<file path="config.mk">
export PLATFORM = sky130hd
export DESIGN_NAME = sa_seg_addr
export DESIGN_NICKNAME = d
export VERILOG_FILES = /design/src/rtl/sa_pkg.sv /design/src/rtl/sa_step_rom.sv /design/src/rtl/sa_addr_adder.sv /design/src/rtl/sa_bridge.sv /design/src/rtl/sa_seg_addr.sv
export SDC_FILE = /design/constraint.sdc
export NUM_CORES = 1
export LEC_CHECK = 0
export ABC_AREA = 1
export ABC_CLOCK_PERIOD_IN_PS = 3900
export BUFFER_PORTS_ARGS = -buffer_cell sky130_fd_sc_hd__buf_4
export CORE_UTILIZATION = 35
export CTS_CLUSTER_DIAMETER = 120
export DETAILED_ROUTE_END_ITERATION = 7
export RECOVER_POWER = 25
export SYNTH_ARGS = -nofsm -noshare
export SYNTH_HDL_FRONTEND = slang
export SYNTH_HIERARCHICAL = 1
export SYNTH_SLANG_ARGS = --single-unit
</file>
<file path="constraint.sdc">
create_clock -name clk -period 3.9 [get_ports clk]
set_input_delay 0.78 -clock clk [delete_from_list [all_inputs] [get_ports clk]]
set_output_delay 0.78 -clock clk [all_outputs]
set_load 0.02 [all_outputs]
</file>
<file path="src/rtl/sa_pkg.sv">
package sa_pkg;
  typedef enum logic [1:0] {
    BR_DIRECT = 2'd0,
    BR_SWAP   = 2'd1,
    BR_SHIFT  = 2'd2,
    BR_SPARE  = 2'd3
  } br_mode_e;
endpackage

</file>
<file path="src/rtl/sa_step_rom.sv">
// Signed step constants for the index post-update, computed from the code.
module sa_step_rom #(
  parameter int W      = 16,
  parameter int SEL_W  = 3,
  parameter int K_MIN  = -3,
  parameter int K_MAX  = 2
) (
  input  logic [SEL_W-1:0] sel_i,
  output logic [W-1:0]     k_o
);
  int v;
  always_comb begin
    v = int'(sel_i) + K_MIN;
    if (v > K_MAX) k_o = '0;
    else           k_o = W'(v);
  end
endmodule

</file>
<file path="src/rtl/sa_addr_adder.sv">
// Shared adder with registered operands; segment load has priority.
module sa_addr_adder #(
  parameter int W  = 16,
  parameter int SH = 4
) (
  input  logic         clk,
  input  logic         rst,
  input  logic         ld_seg_i,
  input  logic         ld_upd_i,
  input  logic [W-1:0] seg_i,
  input  logic [W-1:0] ofs_i,
  input  logic [W-1:0] idx_i,
  input  logic [W-1:0] k_i,
  output logic [W-1:0] sum_o
);
  logic [W-1:0] b_q, c_q;

  always_ff @(posedge clk) begin
    if (rst) begin
      b_q <= '0;
      c_q <= '0;
    end else if (ld_seg_i) begin
      b_q <= seg_i;
      c_q <= ofs_i >> SH;
    end else if (ld_upd_i) begin
      b_q <= idx_i;
      c_q <= k_i;
    end
  end

  assign sum_o = b_q + c_q;
endmodule

</file>
<file path="src/rtl/sa_bridge.sv">
// Combinational converter between the register bus and the internal bus.
module sa_bridge #(
  parameter int RW = 16,
  parameter int SH = 4,
  localparam int IW = RW + SH,
  localparam int HB = RW / 2
) (
  input  sa_pkg::br_mode_e mode_i,
  input  logic [RW-1:0]    r_i,
  input  logic [IW-1:0]    i_i,
  output logic [RW-1:0]    r_o,
  output logic [IW-1:0]    i_o
);
  logic [RW-1:0] i_low_sw, r_sw;
  assign i_low_sw = {i_i[HB-1:0], i_i[RW-1:HB]};
  assign r_sw     = {r_i[HB-1:0], r_i[RW-1:HB]};

  always_comb begin
    case (mode_i)
      sa_pkg::BR_SWAP: begin
        r_o = i_low_sw;
        i_o = {{SH{1'b0}}, r_sw};
      end
      sa_pkg::BR_SHIFT: begin
        r_o = i_i[IW-1:SH];
        i_o = {r_i, {SH{1'b0}}};
      end
      default: begin
        r_o = i_i[RW-1:0];
        i_o = {{SH{1'b0}}, r_i};
      end
    endcase
  end
endmodule

</file>
<file path="src/rtl/sa_seg_addr.sv">
module sa_seg_addr #(
  parameter int SEG_W  = 16,
  parameter int SH     = 4,
  parameter int KSEL_W = 3,
  localparam int PA_W  = SEG_W + SH
) (
  input  logic              clk,
  input  logic              rst,
  input  logic [SEG_W-1:0]  seg_i,
  input  logic [SEG_W-1:0]  ofs_i,
  input  logic              st_start_i,
  input  logic              st_form_i,
  input  logic              st_upd_ld_i,
  input  logic              st_upd_wr_i,
  input  logic              upd_en_i,
  input  logic [KSEL_W-1:0] ksel_i,
  input  logic [1:0]        br_mode_i,
  input  logic [SEG_W-1:0]  br_rbus_i,
  input  logic [PA_W-1:0]   br_ibus_i,
  output logic [SH-1:0]     addr_lo_o,
  output logic [SEG_W-1:0]  addr_hi_o,
  output logic [SEG_W-1:0]  idx_o,
  output logic [SEG_W-1:0]  br_rbus_o,
  output logic [PA_W-1:0]   br_ibus_o
);
  logic [SEG_W-1:0] k_w, sum_w, wb_w;
  logic [PA_W-1:0]  abus_w;
  logic [SH-1:0]    nib_q;
  logic [SEG_W-1:0] idx_q;
  logic [SEG_W-1:0] br_r_w;
  logic [PA_W-1:0]  br_i_w;

  sa_step_rom #(.W(SEG_W), .SEL_W(KSEL_W)) u_rom (
    .sel_i(ksel_i), .k_o(k_w)
  );

  sa_addr_adder #(.W(SEG_W), .SH(SH)) u_add (
    .clk(clk), .rst(rst),
    .ld_seg_i(st_start_i), .ld_upd_i(st_upd_ld_i),
    .seg_i(seg_i), .ofs_i(ofs_i), .idx_i(idx_q), .k_i(k_w),
    .sum_o(sum_w)
  );

  // Adder output lands on the internal bus shifted up; the write-back path
  // takes it down again by the same amount.
  assign abus_w = {sum_w, {SH{1'b0}}};
  assign wb_w   = abus_w[PA_W-1:SH];

  sa_bridge #(.RW(SEG_W), .SH(SH)) u_br (
    .mode_i(sa_pkg::br_mode_e'(br_mode_i)),
    .r_i(br_rbus_i), .i_i(br_ibus_i),
    .r_o(br_r_w), .i_o(br_i_w)
  );

  always_ff @(posedge clk) begin
    if (rst) begin
      nib_q     <= '0;
      idx_q     <= '0;
      addr_lo_o <= '0;
      addr_hi_o <= '0;
      br_rbus_o <= '0;
      br_ibus_o <= '0;
    end else begin
      if (st_start_i) begin
        nib_q <= ofs_i[SH-1:0];
        idx_q <= ofs_i;
      end else if (st_upd_wr_i && upd_en_i) begin
        idx_q <= wb_w;
      end
      if (st_form_i) begin
        addr_hi_o <= abus_w[PA_W-1:SH];
        addr_lo_o <= nib_q;
      end
      br_rbus_o <= br_r_w;
      br_ibus_o <= br_i_w;
    end
  end

  assign idx_o = idx_q;
endmodule

</file>
== Yosys cells after proc, flatten, opt, wreduce, memory -nomap -nowiden ==
Index checks and enable logic that the tools add are counted.

* Flip-flop bits (word level): 108
* Output and inout bits: 72
* Word-level logic and storage cells: 27

* $add $sub $neg: 2
* Magnitude comparators: 1
* Eq/ne operators: 2
* Muxes and demuxes: 9
* Reductions and logical operators: 4

{| class="wikitable"
|+ Operator list
! kind !! count
|-
| 16-bit 2-to-1 mux || 5
|-
| 20-bit case mux with 2 select lines || 1
|-
| 32-bit by 3-bit > comparator with 1-bit output (second input constant) || 1
|-
| 16-bit case mux with 2 select lines || 1
|-
| 12-bit 2-to-1 mux || 2
|-
| 16-bit adder || 1
|-
| 4-bit by 3-bit adder with 5-bit output (second input constant) || 1
|-
| 2-bit nonzero test || 2
|-
| 2-bit by 1-bit equality test with 1-bit output (second input constant) || 1
|-
| 2-bit equality test (second input constant) || 1
|-
| 2-bit OR reduction || 1
|-
| 1-bit logical AND || 1
|}

== Depth between registers and ports, before layout ==
* Word-level depth: 5
* Depth in mapped cells: 14
* Gate-level depth less buffers: 14

== Modules after synthesis ==
Netlist, hierarchy kept.

{| class="wikitable"
|+ By module, submodules not included
! module !! times used !! cells an instance !! area an instance (µm²) !! seq. area each (µm²)
|-
| sa_seg_addr || 1 || 332 || 2595.0 || 1521.5
|-
| sa_addr_adder || 1 || 403 || 2376.0 || 640.6
|-
| sa_bridge || 1 || 153 || 792.0 || 0.0
|-
| sa_step_rom || 1 || 22 || 147.6 || 0.0
|}

== Worst setup path before layout ==
Ideal clock, no wire load.

* Path type: input-to-reg
* Start point: input ksel_i[0]
* End point: register u_add.c_q[10]
* Library setup time: 0.057 ns
* Data arrival time: 2.079 ns
* Path slack: 1.764 ns
* Cell stages on the path: 10
* Path buffers: 1
* Path through: ha_1 -> inv_1 -> ha_1 -> inv_1 -> a21oi_1 -> buf_4 -> nand3_1 -> nand3_1 -> nand2_1 -> inv_1

* Longest elaborated chain between the ends: 5

{| class="wikitable"
|+ RTL lines
! what !! line !! RTL
|-
| start, declared || sa_seg_addr.sv:16 || <nowiki>input logic [KSEL_W-1:0] ksel_i,</nowiki>
|-
| 4-bit by 3-bit adder with 5-bit output * || sa_step_rom.sv:13 || <nowiki>v = int'(sel_i) + K_MIN;</nowiki>
|-
| 32-bit by 3-bit > comparator with 1-bit output || sa_step_rom.sv:14 || <nowiki>if (v > K_MAX) k_o = '0;</nowiki>
|-
| 16-bit 2-to-1 mux * || sa_step_rom.sv:14 ||
|-
| named net k_w[10] || sa_seg_addr.sv:26 || <nowiki>logic [SEG_W-1:0] k_w, sum_w, wb_w;</nowiki>
|-
| 12-bit 2-to-1 mux * || sa_addr_adder.sv:25 || <nowiki>end else if (ld_upd_i) begin</nowiki>
|-
| 12-bit 2-to-1 mux * || sa_addr_adder.sv:22 || <nowiki>end else if (ld_seg_i) begin</nowiki>
|-
| end signal, assigned || sa_addr_adder.sv:24 || <nowiki>c_q <= ofs_i >> SH;</nowiki>
|-
| end signal, assigned || sa_addr_adder.sv:27 || <nowiki>c_q <= k_i;</nowiki>
|-
| end, declared || sa_addr_adder.sv:16 || <nowiki>logic [W-1:0] b_q, c_q;</nowiki>
|}

Mark *: on every way through the listed nets, which the timed path passes. The rest lies on a longest branch. The select of a mux whose other input is x is not followed.
A chain may end at the register's enable or synchronous reset.

== Worst setup path in the final report ==
* Start point: input ksel_i[1]
* End point: register u_add.c_q[10]

* Longest elaborated chain between the ends: 5

{| class="wikitable"
|+ RTL lines
! what !! line
|-
| 4-bit by 3-bit adder with 5-bit output * || sa_step_rom.sv:13
|-
| 32-bit by 3-bit > comparator with 1-bit output || sa_step_rom.sv:14
|-
| 16-bit 2-to-1 mux * || sa_step_rom.sv:14
|-
| 12-bit 2-to-1 mux * || sa_addr_adder.sv:25
|-
| 12-bit 2-to-1 mux * || sa_addr_adder.sv:22
|}

Mark *: on every way between the ends. The rest lies on a longest branch, timed or not. The select of a mux whose other input is x is not followed.

==> results.md <==
- Outcome: completed
- Aggregate global-route resource usage: 0.193
- Worst Path Class, Setup: in -> reg
- Number of hold violations in the final report: 0
- Maximum clock frequency: 447 MHz
- Fin cells: 1241
- Worst min-delay path class: reg -> reg
- Final worst setup slack: 1.66 ns
- TritonCTS clock tree: built
- Detailed Routing Iterations Pass 1: 6
- Antenna-violating nets left: 0
- Setup repair after global routing missed its margin: no
- Ys Warns: 6
- Core region area: ~17000 um^2
- PostCTS Resize Cnt: 0
- Top Ports: 152
- Total negative slack: 0 ns
- CTS H-tree lvls: 3
- Number of failing setup endpoints in the final timing report: 0
- Overall Power: 2.73 mW
- Layout cells sized above 1: 0.136
- Number of buffers on the longest clock path: 2
- Largest fanout on the critical path: 12
- Hold buffer count at CTS: 0
- Wire length of the first global-routing pass: ~27000 um
- Number of nets produced by synthesis: 1010
- Number of global-route vias before repair: 5427
- Clock input transition at the sequential cells of the worst setup and hold paths: 0.07 ns
- Largest net degree at the start of global routing: 61
- Vias post-DR: 5816
- Highest ir drop seen on vdd: 0.203 mV
- Violation count after the first detailed-route iteration: 334
- Tightest Pin Transition: 1.19 ns
- Mapped Area: 5910 um^2
- DP HPWL: approximately 12000 um
- Area grow syn2layout: 20.0%
- Fill cell count: 1803
- Worst slew margin relative to its limit: 0.209
- Vertical extent of the die: 132 um
- Number of buffers created by CTS: 9
- Root buffer selected by CTS: sky130_fd_sc_hd__clkbuf_16
- Die ar.: 17400 um^2
- Fin crit period: 2.24 ns
- Final slew viol count: 0
- Number of setup buffers added after CTS: 0
- Maximum clock skew at final layout: 0.00666 ns
- # DRC: 0
- Inst Count DP: about 1.2k
- Pleak: between 3 and 4 nW
- Most common cell after layout, fill and taps aside: sky130_fd_sc_hd__nand2_1
- Worst EP required: 4.20 ns
- Antenna diodes: 0
- Most frequent cells in the layout: sky130_fd_sc_hd__nand2_1 (259), sky130_fd_sc_hd__nand3_1 (162), sky130_fd_sc_hd__inv_1 (116)
- GP Congestion: roughly 0.84
- Global-route congestion overflow total: 0
- Worst Setup Start Kind: input pin
- Net total in the final layout: roughly 1.1k
- Post-Syn Instances: 910
- Total clock sinks: 108
- Flop and latch count out of synthesis: 108
- Total wirelength of the detailed-routed design: 16500 um
- Post-DR vias/cell: 4.69
- Total power divided by cell area: 384 nW/um^2
- Die Wd: 132 um
- Distinct cell type count after synthesis: 27
- Signal arrival time at the worst endpoint: 2.54 ns
- Cell row count: 47
- Input/output buffers: 151
- Initial cell density of the core: 0.358
- Setup crit end kind: flip-flop
- Post-DR wirelength/cell: 13.3 um
- Number of antenna violations at the first check in global routing: 0
- Post-Place Setup Slack: roughly 1.3 ns
- Max-capacitance violation count: 0
- Sequential cell area fraction in the yosys report: 0.366
- Synthesized area per cell: between 6 and 7 um^2
- Final period utilization: 0.574
- Later-pin clock latency in the skew report: 0.35 ns
-- cell families after synthesis --
kind of cell,Yosys count,synth area share
DFF,108,0.366
and+or+nand+nor,527,0.374
adders and majority gates,20,0.0436
xor gates and xnor gates,8,0.0119
AOI/OAI and AO/OA,67,0.0580
buffers and inverters,180,0.146
-- per-stage QoR --
stage | hold WS, ns | utilization | cell area (um^2)
detailed placement | 0.456 | 0.420 | 6930
CTS | 0.466 | 0.438 | 7230
floorplan | 0.440 | - | 5910
finish | 0.465 | 0.429 | 7090
global route | 0.482 | 0.429 | 7090
global placement | 0.452 | 0.420 | 6930
-- cell usage after synthesis, drive strengths merged --
| cell type | count | share of area |
|---|---|---|
| a21oi | 32 | 0.027 |
| a22oi | 3 | 0.0038 |
| and2 | 1 | 0.0011 |
| buf | 54 | 0.065 |
| clkbuf | 4 | 0.0025 |
| dfxtp | 108 | 0.37 |
| fa | 1 | 0.0034 |
| ha | 19 | 0.040 |
| inv | 122 | 0.079 |
| nand2 | 260 | 0.17 |
| nand3 | 162 | 0.14 |
| nand3b | 2 | 0.0025 |
| nand4 | 1 | 0.0011 |
| nor2 | 96 | 0.062 |
| nor3 | 3 | 0.0025 |
| o21ai | 32 | 0.027 |
| or2 | 2 | 0.0021 |
| xnor2 | 2 | 0.0030 |
| xor2 | 6 | 0.0089 |
-- final timing paths --
kind | start | slack [ns] | cells past startpoint | end
worst min-delay path | nib_q[2] | 0.46 | 2 | nib_q[2]
worst max register to register | u_add/c_q[0] | 1.82 | 12 | idx_o[8]
worst min register to register | nib_q[2] | 0.46 | 2 | nib_q[2]
worst max-delay path | ksel_i[1] | 1.66 | 10 | u_add/c_q[10]
-- flip-flops by register name (all words and copies together) (netlist names) --
register and cells:
br_ibus_o 20, addr_hi_o 16, idx_o 16, br_rbus_o 16
nib_q 4, addr_lo_o 4, u_add/b_q 16, u_add/c_q 16
-- layout make-up --
| class | count | area [um^2] | share of cell area |
|---|---|---|---|
| Multi-Input combinational cell | 622 | 2880 | 0.407 |
| Sequential cell | 108 | 2160 | 0.305 |
| Timing Repair Buffer | 153 | 1010 | 0.142 |
| Inverter | 122 | 465 | 0.0656 |
| Tap cell | 220 | 275 | 0.0388 |
| Clock buffer | 9 | 225 | 0.0318 |
| Clock inverter | 7 | 73.8 | 0.0104 |
-- power breakdown --
group | total, mW | internal, mW | switching, mW | leakage, nW
clock | 0.928 | 0.502 | 0.426 | 0.146
sequential | 1.22 | 1.18 | 0.0423 | 0.891
combinational | 0.578 | 0.212 | 0.365 | 2.72
total | 2.73 | 1.89 | 0.834 | 3.75
-- worst max-delay path, cell delays in order --
cell and delay (ns):
sky130_fd_sc_hd__buf_4 0.13, sky130_fd_sc_hd__ha_1 0.17, sky130_fd_sc_hd__inv_1 0.05, sky130_fd_sc_hd__ha_1 0.13
sky130_fd_sc_hd__inv_1 0.03, sky130_fd_sc_hd__a21oi_1 0.81, sky130_fd_sc_hd__nand3_1 0.19, sky130_fd_sc_hd__nand3_1 0.13
sky130_fd_sc_hd__nand2_1 0.05, sky130_fd_sc_hd__inv_1 0.06
-- metal layers --
layer | vias to the layer above | share of wire | GRT usage | routed length [um]
met5 | - | 0 | 0 | 0
met4 | 0 | 0.013 | 0.0491 | 213
met3 | 14 | 0.086 | 0.0627 | 1410
met2 | 167 | 0.48 | 0.339 | 7930
met1 | 2579 | 0.42 | 0.224 | 6920
li1 | 3056 | - | - | -
Power figures use the tool's default switching activity.
